$ cat config.mk
export PLATFORM = sky130hd
export DESIGN_NAME = ram_slot_arb
export DESIGN_NICKNAME = d
export VERILOG_FILES = /design/src/rtl/ram_slot_arb_pkg.sv /design/src/rtl/arb_slot_timer.sv /design/src/rtl/arb_slot_decode.sv /design/src/rtl/arb_cpu_hs.sv /design/src/rtl/ram_slot_arb.sv
export SDC_FILE = /design/constraint.sdc
export NUM_CORES = 1
export LEC_CHECK = 0
export BUFFER_PORTS_ARGS = -buffer_cell sky130_fd_sc_hd__buf_2
export CORE_UTILIZATION = 45
export CTS_CLUSTER_SIZE = 12
export DETAILED_ROUTE_END_ITERATION = 6
export PLACE_DENSITY = 0.75
export SYNTH_ARGS = -nofsm -noshare
export SYNTH_HDL_FRONTEND = slang
export SYNTH_SLANG_ARGS = --single-unit
$ cat constraint.sdc
create_clock -name clk -period 3.1 [get_ports clk]
set_clock_uncertainty 0.2 [all_clocks]
set_input_delay 0.31 -clock clk [delete_from_list [all_inputs] [get_ports clk]]
set_output_delay 0.31 -clock clk [all_outputs]
set_load 0.03 [all_outputs]
$ cat src/rtl/ram_slot_arb_pkg.sv
package ram_slot_arb_pkg;
   typedef enum logic [1:0] {
      OWN_NONE = 2'd0,
      OWN_CPU  = 2'd1,
      OWN_VID  = 2'd2,
      OWN_SND  = 2'd3
   } owner_t;
endpackage

$ cat src/rtl/arb_slot_timer.sv
module arb_slot_timer #(
   parameter int SLOT_CLKS  = 2,
   parameter int LINE_SLOTS = 88,
   parameter int IDX_W      = 7
) (
   input  logic             clk,
   input  logic             rst_n,
   input  logic             line_start,
   input  logic             active_line,
   input  logic             snd_en,
   output logic             synced,
   output logic             vact,
   output logic             snd_q,
   output logic [IDX_W-1:0] idx,
   output logic             slot_end
);
   localparam logic [IDX_W-1:0] LAST_IDX = IDX_W'(LINE_SLOTS - 1);

   generate
      if (SLOT_CLKS > 1) begin : g_multi
         localparam int SUB_W = $clog2(SLOT_CLKS);
         localparam logic [SUB_W-1:0] SUB_LAST = SUB_W'(SLOT_CLKS - 1);
         logic [SUB_W-1:0] sub;
         always_ff @(posedge clk or negedge rst_n) begin
            if (!rst_n)           sub <= '0;
            else if (line_start)  sub <= '0;
            else if (sub == SUB_LAST) sub <= '0;
            else                  sub <= sub + 1'b1;
         end
         assign slot_end = (sub == SUB_LAST);
      end else begin : g_single
         assign slot_end = 1'b1;
      end
   endgenerate

   always_ff @(posedge clk or negedge rst_n) begin
      if (!rst_n) begin
         synced <= 1'b0;
         vact   <= 1'b0;
         snd_q  <= 1'b0;
         idx    <= '0;
      end else if (line_start) begin
         synced <= 1'b1;
         vact   <= active_line;
         snd_q  <= snd_en;
         idx    <= '0;
      end else if (slot_end) begin
         idx <= (idx == LAST_IDX) ? '0 : idx + 1'b1;
      end
   end
endmodule

$ cat src/rtl/arb_slot_decode.sv
module arb_slot_decode
   import ram_slot_arb_pkg::*;
#(
   parameter int ACT_SLOTS  = 64,
   parameter int LINE_SLOTS = 88,
   parameter int IDX_W      = 7
) (
   input  logic             synced,
   input  logic             vact,
   input  logic             snd_q,
   input  logic [IDX_W-1:0] idx,
   output owner_t           owner
);
   localparam logic [IDX_W-1:0] LAST_IDX = IDX_W'(LINE_SLOTS - 1);
   localparam logic [IDX_W-1:0] ACT_LIM  = IDX_W'(ACT_SLOTS);

   always_comb begin
      if (!synced)
         owner = OWN_NONE;
      else if (idx == LAST_IDX && snd_q)
         owner = OWN_SND;
      else if (vact && idx < ACT_LIM && idx[0])
         owner = OWN_VID;
      else
         owner = OWN_CPU;
   end
endmodule

$ cat src/rtl/arb_cpu_hs.sv
module arb_cpu_hs
   import ram_slot_arb_pkg::*;
(
   input  logic   cpu_req,
   input  owner_t owner,
   input  logic   slot_end,
   output logic   cpu_ack,
   output logic   cpu_wait
);
   always_comb begin
      cpu_ack  = cpu_req && (owner == OWN_CPU) && slot_end;
      cpu_wait = cpu_req && !cpu_ack;
   end
endmodule

$ cat src/rtl/ram_slot_arb.sv
module ram_slot_arb
   import ram_slot_arb_pkg::*;
#(
   parameter int SLOT_CLKS = 2,
   parameter int ACT_WORDS = 32,
   parameter int BLK_WORDS = 12
) (
   input  logic       clk,
   input  logic       rst_n,
   input  logic       line_start,
   input  logic       active_line,
   input  logic       snd_en,
   input  logic       cpu_req,
   output logic [1:0] owner,
   output logic       gnt_cpu,
   output logic       gnt_vid,
   output logic       gnt_snd,
   output logic       dma_sel,
   output logic       cpu_ack,
   output logic       cpu_wait
);
   localparam int ACT_SLOTS  = 2 * ACT_WORDS;
   localparam int LINE_SLOTS = 2 * (ACT_WORDS + BLK_WORDS);
   localparam int IDX_W      = $clog2(LINE_SLOTS);

   generate
      if (SLOT_CLKS < 1) begin : g_bad_slot
         $error("SLOT_CLKS must be at least 1");
      end
      if (ACT_WORDS < 1) begin : g_bad_act
         $error("ACT_WORDS must be at least 1");
      end
      if (BLK_WORDS < 1) begin : g_bad_blk
         $error("BLK_WORDS must be at least 1 so the sound slot lies in blanking");
      end
   endgenerate

   logic             synced, vact, snd_q, slot_end;
   logic [IDX_W-1:0] idx;
   owner_t           own;

   arb_slot_timer #(
      .SLOT_CLKS (SLOT_CLKS),
      .LINE_SLOTS(LINE_SLOTS),
      .IDX_W     (IDX_W)
   ) timer_i (
      .clk        (clk),
      .rst_n      (rst_n),
      .line_start (line_start),
      .active_line(active_line),
      .snd_en     (snd_en),
      .synced     (synced),
      .vact       (vact),
      .snd_q      (snd_q),
      .idx        (idx),
      .slot_end   (slot_end)
   );

   arb_slot_decode #(
      .ACT_SLOTS (ACT_SLOTS),
      .LINE_SLOTS(LINE_SLOTS),
      .IDX_W     (IDX_W)
   ) decode_i (
      .synced(synced),
      .vact  (vact),
      .snd_q (snd_q),
      .idx   (idx),
      .owner (own)
   );

   arb_cpu_hs hs_i (
      .cpu_req (cpu_req),
      .owner   (own),
      .slot_end(slot_end),
      .cpu_ack (cpu_ack),
      .cpu_wait(cpu_wait)
   );

   assign owner   = own;
   assign gnt_cpu = (own == OWN_CPU);
   assign gnt_vid = (own == OWN_VID);
   assign gnt_snd = (own == OWN_SND);
   assign dma_sel = own[1];
endmodule

==> flow_summary.json, run 1 <==
{
  "run_status": "complete, no violations",
  "postRouteAntennaNets": 0,
  "clk_latency_ns": 0.26,
  "max-cap-violations": 0,
  "mostFrequentLayoutCell": "sky130_fd_sc_hd__buf_2",
  "finalWirelength_mm": 1.11,
  "gr-total-overflow": 0,
  "die_w_um": 39.4,
  "num_antenna_cells": 0,
  "synthesis.instances": 62,
  "synth_warn": 0,
  "postSynthRegisterBits": 11,
  "cts.sinks": 11,
  "crit_type": "flop to output pin",
  "power.density_cell_area_nw_per_um2": 401,
  "postSynthAreaPerCell_um2": 10.2,
  "crit_fanout": 5,
  "top_library_cells_by_usage_in_the_layout_fill_and_taps_aside": "sky130_fd_sc_hd__buf_2, sky130_fd_sc_hd__dfrtp_1, sky130_fd_sc_hd__nor2_1",
  "critical_path.endpoint": "dma_sel",
  "max-slew-margin-rel_pct": 76.0,
  "grt_pass1_wl_mm": 1.71,
  "stdcell_area_um2": 722,
  "port_buffers": 13,
  "fp.dieArea_um2": 1560,
  "clk_root_buffer_cell": "sky130_fd_sc_hd__clkbuf_4",
  "worst-r2r-cell-count": 4,
  "timing.critical_path.from_type": "flop",
  "total_power_uw": 290,
  "pin_count": 14,
  "layout-area-overhead-vs-synth_pct": 14.5,
  "grt_max_degree": 16,
  "h-tree-depth": 1,
  "place_area_um2": 686,
  "min-delay-start": "active_line",
  "synth_nets": 69,
  "grt.total_usage_pct": 17.0,
  "finish.net_count": 84,
  "cts_tree": "yes",
  "slew_violations": 0,
  "gp_congestion": 0.792,
  "cellLeakagePower_uw": 0.000339,
  "floorplan.rows": 13,
  "worstPathRequired_ns": 2.59,
  "routed-via-count": 524,
  "drt-pass1-iter-count": 4,
  "drive_gt1_share_pct": 27.6,
  "detailed_placer_s_ending_hpwl_um": 866,
  "finalCritPeriodShare_pct": 74.4,
  "timing.fmax_mhz": 434,
  "avgViaCountPerCell": 5.76,
  "final-setup-viol-count": 0,
  "cts_post_setup_buffers_inserted": 0,
  "min_cycle_time_layout_ns": 2.31,
  "cts_inserted_buffers": 3,
  "grt_antenna_before_repair": 0,
  "grt_setup_unrepaired": "false",
  "timing_hold_violations_final": 0,
  "ff2ff_setup_slack_ns": 1.52,
  "vdd_drop_max_v": 0.000288,
  "drc_errors": 0,
  "synth_seq_area_share_pct": 43.7,
  "clk_pin_slew_ns": 0.06,
  "initial_core_util_pct": 48.5,
  "arrival_ns": 1.80,
  "tns_ns": 0,
  "core-area_um2": 1300,
  "hold_path.class": "input port to flop",
  "iteration_0_drc_count_of_the_detailed_router": 28,
  "cts.path.max_buffers": 2,
  "origin_of_the_worst_setup_path": "timer_i.idx[0]$_DFFE_PN0N_",
  "slew_at_the_pin_with_the_worst_max_slew_slack_ns": 0.357,
  "synth.cell_area_um2": 631,
  "endpoint_of_the_most_critical_register_to_register_path": "timer_i.idx[0]$_DFFE_PN0N_",
  "post_synth_cell_types": 32,
  "critical_path.reg2reg.startpoint": "timer_i.idx[0]$_DFFE_PN0N_",
  "floorplan.die.height_um": 39.4,
  "first_global_vias": 403,
  "endpoint_kind": "output pin",
  "drt-wirelength-per-cell_um": 12.2
}
==> power breakdown <==
group	internal [µW]	total [µW]	switching, µW
Sequential	149	155	6.01
Clock	49.6	91.7	42.0
Combinational	17.0	43.1	26.1
Total	216	290	74.1
==> stage by stage <==
step | utilization [%] | setup slack, ns | cells | hold WS [ns]
2_1_floorplan | - | 0.980 | 62 | -0.186
3_3_place_gp | 52.7 | 1.13 | 86 | -0.00909
3_5_place_dp | 52.7 | 1.07 | 86 | -0.0141
4_1_cts | 55.5 | 0.777 | 91 | 0.0785
5_1_grt | 55.5 | 0.624 | 91 | 0.0800
6_report | 55.5 | 0.794 | 91 | 0.0813
==> flip-flops by register name, indices dropped and copies added, names as in the netlist <==
register and cells:
timer_i.synced 1, timer_i.idx 7, timer_i.slot_end 1, timer_i.snd_q 1
timer_i.vact 1
==> area by class of cell <==
cell class	instances	area, µm²
well taps	15	18.8
multi-input cells	46	323
repair buffers	14	75.1
clock buffers	4	26.3
inverters	1	3.75
fillers	118	579
flip-flops and latches	11	275
==> cell families (layout without fill, tap and decap cells) <==
logic type	count (synthesis)	count (layout)	share of synthesized area [%]
buffers and inverters	5	19	5.16
AND/OR/NAND/NOR	31	31	32.7
XOR/XNOR	1	1	1.39
adder cells (fa/ha/maj)	1	1	1.98
AO/OA/AOI/OAI	10	10	9.92
flip-flops	11	11	43.7
multiplexers	3	3	5.16
==> routing by layer <==
layer	global-route usage, %	part of all wire (%)	vias up
met4	4.31	3.2	0
met5	0	0	-
met2	26.6	51	16
met1	20.2	41	254
met3	9.09	5.2	6
li1	-	-	248
==> worst max-delay path, cell delays in order (launching register included) <==
cell	delay [ns]
sky130_fd_sc_hd__dfrtp_1	0.41
sky130_fd_sc_hd__ha_1	0.25
sky130_fd_sc_hd__nand4_2	0.15
sky130_fd_sc_hd__nor4b_4	0.36
sky130_fd_sc_hd__a21o_1	0.18
sky130_fd_sc_hd__buf_2	0.19
==> what timing repair did <==
action                                 4_1_cts  5_1_grt
resized for setup                            0        0
hold buffers                                 1        0
endpoints found under the hold margin       11        0
==> worst min path at each step <==
stage,cells after the start,end
floorplan,0,timer_i.idx[0]$_DFFE_PN0N_
global placement,1,timer_i.idx[5]$_DFFE_PN0N_
detailed placement,1,timer_i.snd_q$_DFFE_PN0P_
CTS,2,timer_i.vact$_DFFE_PN0P_
global route,2,timer_i.snd_q$_DFFE_PN0P_
finish,2,timer_i.vact$_DFFE_PN0P_
==> cells in the mapped netlist, drive strengths merged <==
library cell	instances	area share, %
mux2i	1	1.6
nand2	3	1.8
or3b	2	2.8
nand3b	3	3.6
nor2	4	2.4
nor4b	1	3.8
nand4	3	4.0
and2	2	2.0
buf	4	4.6
xor2	1	1.4
nor3	1	0.79
o21ai	3	2.4
or2	1	0.99
o22ai	1	0.99
o31ai	1	1.2
nor3b	1	1.2
mux2	2	3.6
nand2b	2	2.0
dfrtp	11	44
nor2b	3	3.0
nand3	2	1.6
o21a	1	1.2
o31a	1	1.4
a21oi	2	1.6
ha	1	2.0
inv	1	0.59
or3	3	3.0
a21o	1	1.2
No activity file was read; power rests on OpenSTA's default activity.
==> inputs of run 2 (changes only) <==
--- a/config.mk
+++ b/config.mk
@@ -9,7 +9,7 @@
 export CORE_UTILIZATION = 45
 export CTS_CLUSTER_SIZE = 12
 export DETAILED_ROUTE_END_ITERATION = 6
-export PLACE_DENSITY = 0.75
+export PLACE_DENSITY = 0.78
 export SYNTH_ARGS = -nofsm -noshare
 export SYNTH_HDL_FRONTEND = slang
 export SYNTH_SLANG_ARGS = --single-unit
==> constraint.sdc (replaced) <==
create_clock -name clk -period 1.9 [get_ports clk]
set_clock_uncertainty 0.2 [all_clocks]
set_input_delay 0.19 -clock clk [delete_from_list [all_inputs] [get_ports clk]]
set_output_delay 0.19 -clock clk [all_outputs]
set_load 0.03 [all_outputs]
==> run 2 against run 1 <==
The flow now finishes with violations (setup timing). Clock power rose by 88%. Non-clock buffer count grew 10. Combinational power increased by 120%. Power is 80% higher. Cell count rose by 11%. Count of clock-buffer cells in the layout unchanged. Worst setup slack got worse by 0.96 ns. Largest cell class unchanged.
==> flow_summary.json, run 2 (synthesized netlist as in run 1, its figures left out) <==
{
  "run_status": "complete, but fails checks",
  "violations": "setup timing",
  "die_w_um": 39.4,
  "power.share.switching_pct": 29.2,
  "floorplan.die.height_um": 39.4,
  "finish.net_count": 94,
  "clk_latency_ns": 0.28,
  "largest_register_ffs": 7,
  "clk_pin_slew_ns": 0.08,
  "mostFrequentLayoutCell": "sky130_fd_sc_hd__dfrtp_1",
  "endpoint_of_the_most_critical_register_to_register_path": "timer_i.idx[0]$_DFFE_PN0N_",
  "finalWirelength_mm": 1.56,
  "top_library_cells_by_usage_in_the_layout_fill_and_taps_aside": "sky130_fd_sc_hd__dfrtp_1, sky130_fd_sc_hd__buf_4, sky130_fd_sc_hd__buf_2",
  "grt_antenna_before_repair": 0,
  "grt_setup_unrepaired": "true",
  "timing_hold_violations_final": 0,
  "largest_reg_by_ff_count": "timer_i.idx",
  "critical_path.endpoint": "dma_sel",
  "grt_max_degree": 16,
  "clk_root_buffer_cell": "sky130_fd_sc_hd__clkbuf_4",
  "worst-r2r-cell-count": 6,
  "postLayoutSetupSlackWorst_ns": -0.164,
  "origin_of_the_worst_setup_path": "timer_i.idx[0]$_DFFE_PN0N_",
  "min_cycle_time_layout_ns": 2.06,
  "first_global_vias": 490,
  "total_power_uw": 523,
  "final-setup-viol-count": 6,
  "endpoint_kind": "output pin",
  "slew_at_the_pin_with_the_worst_max_slew_slack_ns": 0.447,
  "maxUsedRoutingLayer": "met4",
  "hold_slack_ns": 0.0359,
  "gr-total-overflow": 0,
  "gp_congestion": 0.777,
  "cellLeakagePower_uw": 0.000398,
  "drive_gt1_share_pct": 37.2,
  "postRouteAntennaNets": 0,
  "arrival_ns": 1.67,
  "initial_core_util_pct": 48.5,
  "port_buffers": 13,
  "drt-met1-wl_um": 630,
  "vdd_drop_max_v": 0.000631,
  "max-slew-margin-rel_pct": 70.0,
  "worstPathRequired_ns": 1.51,
  "floorplan.rows": 13,
  "post-place-ws_ns": 0.0842,
  "cts_inserted_buffers": 3,
  "num_antenna_cells": 0,
  "met3RoutedLength_um": 77,
  "finish.utilization_pct": 66.1,
  "critical_path.reg2reg.startpoint": "timer_i.idx[0]$_DFFE_PN0N_",
  "crit_type": "flop to output pin",
  "grt.total_usage_pct": 23.9,
  "finalCritPeriodShare_pct": 109,
  "pin_count": 14,
  "layout-area-overhead-vs-synth_pct": 36.3,
  "drc_errors": 0,
  "timing.fmax_mhz": 484,
  "fp.dieArea_um2": 1560,
  "h-tree-depth": 1,
  "slew_violations": 0,
  "drt-wirelength-per-cell_um": 15.5,
  "seq_power_share_pct": 48.6,
  "fillCellCount": 108,
  "routed-via-count": 580,
  "cts_tree": "yes",
  "cts.sinks": 11,
  "clockPowerShare_pct": 32.9,
  "power.density_cell_area_nw_per_um2": 608,
  "hold_path.class": "input port to flop",
  "avgViaCountPerCell": 5.74,
  "wl_met2_um": 801,
  "comb_power_share_pct": 18.5,
  "drt-pass1-iter-count": 4,
  "ff2ff_setup_slack_ns": 0.10,
  "max-cap-violations": 0,
  "core-area_um2": 1300,
  "cts.path.max_buffers": 2,
  "total_switching_power_uw": 152,
  "iteration_0_drc_count_of_the_detailed_router": 14,
  "grt_pass1_wl_mm": 2.26,
  "timing.critical_path.from_type": "flop",
  "crit_fanout": 5,
  "p_int_uw": 370
}
run 2: cell types whose count changed in the layout (fill, tap and decap cells not counted):
cell	previous run	this run
sky130_fd_sc_hd__a21o_2	0	1
sky130_fd_sc_hd__a21o_1	1	0
sky130_fd_sc_hd__nand4_4	0	1
sky130_fd_sc_hd__nor3b_1	1	0
sky130_fd_sc_hd__buf_2	13	7
sky130_fd_sc_hd__buf_6	0	4
sky130_fd_sc_hd__buf_4	0	10
sky130_fd_sc_hd__nand4_2	1	0
sky130_fd_sc_hd__dlygate4sd3_1	1	3
sky130_fd_sc_hd__nor3b_2	0	1
sky130_fd_sc_hd__ha_1	1	0
sky130_fd_sc_hd__ha_4	0	1
run 2: worst max-delay path, stage by stage, from the launching register on:
cell and delay (ns):
sky130_fd_sc_hd__dfrtp_1 0.41, sky130_fd_sc_hd__ha_4 0.18, sky130_fd_sc_hd__nand4_4 0.10, sky130_fd_sc_hd__nor4b_4 0.36
sky130_fd_sc_hd__a21o_2 0.22, sky130_fd_sc_hd__buf_6 0.13
run 2: metal layers:
layer,GRT usage (%),vias up
met5,0,-
met4,18.1,0
met3,5.11,7
met2,38.1,20
met1,27.4,284
li1,-,269
run 2: how the worst min path moves through the flow:
| stage | startpoint | end | cells after the start |
|---|---|---|---|
| global route | line_start | timer_i.idx[1]$_DFFE_PN0N_ | 2 |
| detailed placement | rst_n | timer_i.idx[2]$_DFFE_PN0N_ | 1 |
| global placement | rst_n | timer_i.slot_end$_DFF_PN0_ | 1 |
| floorplan | rst_n | timer_i.idx[0]$_DFFE_PN0N_ | 0 |
| finish | line_start | timer_i.idx[6]$_DFFE_PN0N_ | 2 |
| CTS | line_start | timer_i.slot_end$_DFF_PN0_ | 2 |
run 2: area by class of cell:
class	instances	area, µm²	area share, %
repair buffers	24	185	21.5
clock buffers	4	26.3	3.06
well taps	15	18.8	2.18
multi-input cells	46	350	40.8
flip-flops and latches	11	275	32.0
inverters	1	3.75	0.437
run 2: per-stage QoR:
step                TNS (ns)  area [µm²]  cells
floorplan            -0.0357         637     62
finish                -0.838         860    101
global placement           0         707     88
global route           -1.23         860    101
detailed placement         0         707     88
CTS                   -0.777         837     98
run 2: power groups by stage:
| stage | clock [µW] | combinational (µW) | sequential (µW) |
|---|---|---|---|
| 6_report | 172 | 96.6 | 254 |
| 5_1_grt | 179 | 105 | 255 |
| 2_1_floorplan | 0 | 55.6 | 252 |
| 3_3_place_gp | 0 | 73.5 | 256 |
| 3_5_place_dp | 0 | 75.6 | 256 |
| 4_1_cts | 169 | 92.7 | 253 |
run 2: repair_timing:
| item | 4_1_cts | 5_1_grt |
|---|---|---|
| pin swaps | 3 | 4 |
| endpoints found under the hold margin | 13 | 0 |
| buffers inserted | 3 | 3 |
| hold buffers | 3 | 0 |
| gates cloned | 0 | 0 |
| setup endpoints to repair | 6 | 6 |
| gates resized for setup | 13 | 0 |
